## src/rtl/msum_pkg.sv

```systemverilog
package msum_pkg;
  localparam int NUM_OPS  = 4;
  localparam int MAX_NEG  = 3;
  localparam int CNT_W    = 2;
endpackage

```

## src/rtl/msum_csa.sv

```systemverilog
// One row of 3:2 compressors. cry[i] carries weight 2^(i+1).
module msum_csa #(
  parameter int W = 24
) (
  input  logic [W-1:0] a,
  input  logic [W-1:0] b,
  input  logic [W-1:0] c,
  output logic [W-1:0] sum,
  output logic [W-1:0] cry
);
  for (genvar i = 0; i < W; i++) begin : g_bit
    assign sum[i] = a[i] ^ b[i] ^ c[i];
    assign cry[i] = (a[i] & b[i]) | (a[i] & c[i]) | (b[i] & c[i]);
  end
endmodule

```

## src/rtl/msum_negctl.sv

```systemverilog
// Turns the negate flags into three deferred +1 injections and the
// two-bit sign compensation (minus the count, modulo four).
module msum_negctl
  import msum_pkg::*;
(
  input  logic [NUM_OPS-1:0] neg,
  output logic [MAX_NEG-1:0] cin,
  output logic [CNT_W-1:0]   comp
);
  logic [CNT_W-1:0] cnt;

  always_comb begin
    cnt = '0;
    for (int i = 0; i < NUM_OPS; i++) cnt = cnt + CNT_W'(neg[i]);
  end

  for (genvar k = 0; k < MAX_NEG; k++) begin : g_cin
    assign cin[k] = (cnt > CNT_W'(k));
  end

  assign comp = CNT_W'(0) - cnt;
endmodule

```

## src/rtl/msum_core.sv

```systemverilog
// Combinational datapath: invert, two carry-save rows, one carry-propagate adder.
module msum_core
  import msum_pkg::*;
#(
  parameter int MAG_W = 24
) (
  input  logic [NUM_OPS*MAG_W-1:0] mag,
  input  logic [NUM_OPS-1:0]       neg,
  output logic [MAG_W+1:0]         total
);
  localparam int CPA_W = MAG_W + 1;
  localparam int RES_W = MAG_W + 2;

  logic [MAG_W-1:0] opx [NUM_OPS];
  logic [MAX_NEG-1:0] cin;
  logic [CNT_W-1:0]   comp;

  for (genvar i = 0; i < NUM_OPS; i++) begin : g_inv
    assign opx[i] = neg[i] ? ~mag[i*MAG_W +: MAG_W] : mag[i*MAG_W +: MAG_W];
  end

  msum_negctl u_ctl (.neg(neg), .cin(cin), .comp(comp));

  logic [MAG_W-1:0] s1, c1, c1s, s2, c2, c2s;

  msum_csa #(.W(MAG_W)) u_csa1 (.a(opx[0]), .b(opx[1]), .c(opx[2]), .sum(s1), .cry(c1));

  // shift carries up one place; the vacant bit 0 takes a deferred +1
  assign c1s = {c1[MAG_W-2:0], cin[0]};

  // top carry of the first row is not compressed again; it rides to the final adder
  msum_csa #(.W(MAG_W)) u_csa2 (.a(s1), .b(c1s), .c(opx[3]), .sum(s2), .cry(c2));

  assign c2s = {c2[MAG_W-2:0], cin[1]};

  logic [CPA_W-1:0] cpa_a, cpa_b;
  logic [RES_W-1:0] cpa_sum;

  assign cpa_a   = {c1[MAG_W-1], s2};
  assign cpa_b   = {c2[MAG_W-1], c2s};
  assign cpa_sum = RES_W'(cpa_a) + RES_W'(cpa_b) + RES_W'(cin[2]);

  assign total = {cpa_sum[RES_W-1:MAG_W] + comp, cpa_sum[MAG_W-1:0]};
endmodule

```

## src/rtl/msum_quad_adder.sv

```systemverilog
module msum_quad_adder
  import msum_pkg::*;
#(
  parameter int MAG_W = 24
) (
  input  logic                     clk,
  input  logic                     rst,
  input  logic                     in_valid,
  input  logic [4*MAG_W-1:0]       in_mag,
  input  logic [3:0]               in_neg,
  output logic                     out_valid,
  output logic [MAG_W+1:0]         out_sum
);
  localparam int RES_W = MAG_W + 2;

  logic                     v_q;
  logic [NUM_OPS*MAG_W-1:0] mag_q;
  logic [NUM_OPS-1:0]       neg_q;
  logic [RES_W-1:0]         total;

  always_ff @(posedge clk) begin
    if (rst) begin
      v_q   <= 1'b0;
      mag_q <= '0;
      neg_q <= '0;
    end else begin
      v_q <= in_valid;
      if (in_valid) begin
        mag_q <= in_mag;
        neg_q <= in_neg;
      end
    end
  end

  msum_core #(.MAG_W(MAG_W)) u_core (.mag(mag_q), .neg(neg_q), .total(total));

  always_ff @(posedge clk) begin
    if (rst) begin
      out_valid <= 1'b0;
      out_sum   <= '0;
    end else begin
      out_valid <= v_q;
      if (v_q) out_sum <= total;
    end
  end
endmodule

```

## config.mk

```make
export PLATFORM = sky130hd
export DESIGN_NAME = msum_quad_adder
export DESIGN_NICKNAME = d
export VERILOG_FILES = /design/src/rtl/msum_pkg.sv /design/src/rtl/msum_csa.sv /design/src/rtl/msum_negctl.sv /design/src/rtl/msum_core.sv /design/src/rtl/msum_quad_adder.sv
export SDC_FILE = /design/constraint.sdc
export NUM_CORES = 1
export LEC_CHECK = 0
export BUFFER_PORTS_ARGS = -buffer_cell sky130_fd_sc_hd__clkbuf_2
export CAP_MARGIN = 5
export CORE_UTILIZATION = 44
export CTS_CLUSTER_SIZE = 10
export DETAILED_ROUTE_END_ITERATION = 8
export GPL_TIMING_DRIVEN = 0
export HOLD_SLACK_MARGIN = 0.06
export PLACE_DENSITY = 0.63
export SETUP_SLACK_MARGIN = 0.05
export SLEW_MARGIN = 20
export SYNTH_ARGS = -nofsm -noshare
export SYNTH_HDL_FRONTEND = slang
export SYNTH_HIERARCHICAL = 1
export SYNTH_SLANG_ARGS = --single-unit
```

## constraint.sdc

```tcl
create_clock -name clk -period 9 [get_ports clk]
set_input_delay 1.8 -clock clk [delete_from_list [all_inputs] [get_ports clk]]
set_output_delay 1.8 -clock clk [all_outputs]
set_load 0.01 [all_outputs]
```

==> results.py <==
metrics = {
    "outcome": {
        "outcome": "complete, no violations",
    },
    "clock_tree": {
        "cts.root.buffer_cell": "clkbuf_16",
        "cts_tree": "built",
        "cts.sinks": 128,
        "clk_path_buf_depth": 2,
        "cts_buffers": 17,
        "holdBufCountCts": 0,
        "cts_resized": 0,
        "ctsHtreeMaxLevel": 4,
        "clkTransAtPathRegs_ns": 0.06,
        "postCtsSetupBuffers": 0,
        "clk_latency_ns": 0.43,
    },
    "routing": {
        "drt-initial-drc-count": 291,
        "wl_mm": 19.39,
        "routed-via-count": 5748,
        "viasPerCell": 4.938,
        "drt_pass1_iterations": 5,
        "detail_route.wl_per_cell_um": 16.66,
        "antenna_left": 0,
        "route.detailed.drc": 0,
    },
    "finish": {
        "finish.instance_area_um2": 9495,
        "nFillCells": 1573,
        "regArea_um2": 2562,
        "multi_input_area_um2": 4970,
        "diodes": 0,
        "syn_to_final_growth_pct": 19.34,
        "layout-drive-gt1-share_pct": 19.60,
        "final_nets": 1108,
    },
    "sta": {
        "setup-violations-final": 0,
        "fin_crit_ns": 5.602,
        "max_freq_mhz": 178.5,
        "finalHoldViolCount": 0,
        "rsz0062_at_grt": "no",
        "finalWorstSetupSlack_ns": 3.398,
        "slew_viol_final": 0,
        "relSlewSlack_pct": 49.06,
        "skew_ns": 0.01172,
        "whs_ns": 0.4899,
        "worstMarginPinSlew_ns": 0.7641,
        "fin_tns_setup_ns": 0,
        "post-route-period-util_pct": 62.25,
    },
    "synth": {
        "synth_compound_area_share_pct": 6.180,
        "synth-simple-area-share_pct": 10.16,
        "async_reset_ff_share_pct": 0,
        "synth_xor_area_share_pct": 13.19,
        "synth_common_cells": "nor2_1, dfxtp_1, mux2i_1",
        "ys_seq_area_share_pct": 32.21,
        "synthCells": 781,
        "netlist.area_leader.share_pct": 32.21,
        "synth_cell_type_count": 48,
        "ys_top_cells_by_area": "dfxtp_1, mux2i_1, fa_1, xor2_1, nor2_1",
        "synthAdderAreaFrac_pct": 17.08,
        "yosys.area.top_type": "dfxtp_1",
        "synth_edf_count": 0,
        "ys_seq_elements": 128,
        "syn_area_um2": 7956,
        "synthMuxAreaShare_pct": 15.85,
        "syn_area_per_cell_um2": 10.19,
        "synth_ff_type": "dfxtp_1",
        "yosysMostFrequentCell": "nor2_1",
        "synth_top_family_by_area": "adder cells",
        "syn_nets": 962,
        "yosysWarnings": 6,
    },
    "worst_hold_path": {
        "hold-path-cell-count": 2,
        "hp-start": "out_sum[9]",
        "hold_end": "out_sum[9]",
        "hold_class": "reg2reg",
    },
    "global_route": {
        "overflow": 0,
        "grt_start_max_net_pins": 17,
        "grt_pass1_vias": 5665,
        "grtUsageTotal_pct": 22.08,
        "antenna_found_initial": 0,
        "grt_pass1_wl_mm": 30.46,
    },
    "floorplanning": {
        "core_area_um2": 17480,
        "initial_utilization_pct": 45.53,
        "die-area_um2": 18620,
        "die_h_um": 136.5,
        "core.rowCount": 48,
        "ioPinCount": 130,
        "fp.dieW_um": 136.5,
    },
    "critical_path": {
        "crit_arrival_ns": 5.91,
        "critPathLaunchType": "flop",
        "startpoint": "neg_q[1]",
        "end_kind": "flop",
        "path_class": "reg2reg",
        "critical_path_required_ns": 9.30,
        "r2r_start": "neg_q[1]",
        "r2r-end": "out_sum[25]",
        "cp_max_fo": 10,
        "r2r_setup_slack_ns": 3.40,
        "reg2regPathDepth": 18,
    },
    "power": {
        "p_per_area_nw_per_um2": 270.3,
        "p_leak_nw": 4.791,
        "peakVddDrop_mv": 0.1703,
        "power_frac_seq_pct": 26.2,
        "power_frac_comb_pct": 45.5,
        "p_int_w": 0.001578,
        "pwr-share-clk_pct": 28.3,
        "p_switching_w": 0.0009888,
        "sw_frac_of_total_pct": 38.52,
    },
    "placed_design": {
        "post-place-ws_ns": 3.422,
        "placed_cell_area_um2": 8874,
        "gp_congestion": 0.8650,
        "port_buffers": 127,
        "dpl.hpwl_mm": 15.26,
    },
    "flow_run": {
        "maxCapViolCount": 0,
    },
}
-- per-stage QoR --
step	total power [W]	cells	utilization, %
after global routing	0.002747	1164	54.33
after floorplan	0.001534	781	-
final	0.002567	1164	54.33
after CTS	0.002575	1164	54.33
after global placement	0.001834	1133	50.77
after detailed placement	0.001838	1133	50.77
-- layout make-up --
cell class                 instances  area share, %
clock buffer                      20          4.915
timing repair buffer             127          6.694
tap                              225          2.965
multi-input combinational        588          52.34
buffer                            50          3.874
clock inverter                    11          1.634
sequential                       128          26.99
inverter                          15         0.5930
-- power groups by stage --
stage | registers [W] | logic (W) | clock network, W
after floorplan | 0.000694 | 0.000840 | 0
after global placement | 0.000684 | 0.00115 | 0
after detailed placement | 0.000684 | 0.00115 | 0
after CTS | 0.000673 | 0.00117 | 0.000737
after global routing | 0.000681 | 0.00130 | 0.000766
final | 0.000672 | 0.00117 | 0.000726
-- flip-flops by register name, indices dropped and copies added, names as in the netlist --
register and cells:
neg_q 4, mag_q 96, out_sum 26, out_valid 1, v_q 1
-- how the worst max path moves through the flow --
| stage | slack [ns] | cells after the start | to |
|---|---|---|---|
| after floorplan | 3.95 | 24 | out_sum[25] |
| after global placement | 3.45 | 18 | out_sum[25] |
| after detailed placement | 3.42 | 18 | out_sum[25] |
| after CTS | 3.40 | 18 | out_sum[25] |
| after global routing | 3.12 | 18 | out_sum[25] |
| final | 3.40 | 18 | out_sum[25] |
-- critical path: stages (launching register included) --
cell      delay [ns]
dfxtp_1         0.36
clkbuf_1        0.44
clkbuf_1        0.62
xor2_1          0.26
fa_1            0.50
fa_1            0.50
ha_1            0.38
o21a_1          0.19
o31a_1          0.13
or4_4           0.51
a311oi_4        0.41
o21ai_2         0.13
a41o_1          0.29
a41oi_2         0.19
ha_1            0.18
xnor2_1         0.13
xnor2_1         0.08
mux2i_1         0.14
nor2_1          0.05
-- cell families after synthesis --
family	count (synthesis)
AO/OA/AOI/OAI	74
XOR/XNOR	119
adder cells (fa/ha/maj)	78
buffers and inverters	65
flip-flops	128
multiplexers	126
AND/OR/NAND/NOR	191
-- per-layer routing --
metal / GRT usage [%] / wire, um / vias up
met3: 4.623 / 966 / 17
met5: 0 / 0 / -
met1: 30.95 / 9565 / 2670
li1: - / - / 2898
met2: 34.04 / 8626 / 163
met4: 6.296 / 231 / 0
-- cells in the final DEF (no fill, tap or decap), drive strengths merged, types with 2 or more instances in the layout --
cell type and instances:
or2 2, o21bai 2, and2 4, a21o 7
fa 51, a21oi 30, xor2 104, nor2b 7
bufinv 3, nand3 8, clkinv 2, dfxtp 128
nor3 2, a41oi 3, mux2i 126, buf 24
clkinvlp 4, inv 17, o21ai 16, xnor2 15
nand4 6, nand2 15, nor2 141, o21a 3
clkbuf 173, ha 27, o2111ai 3, a31o 2
Note: power is estimated with default switching activity, not from simulation.
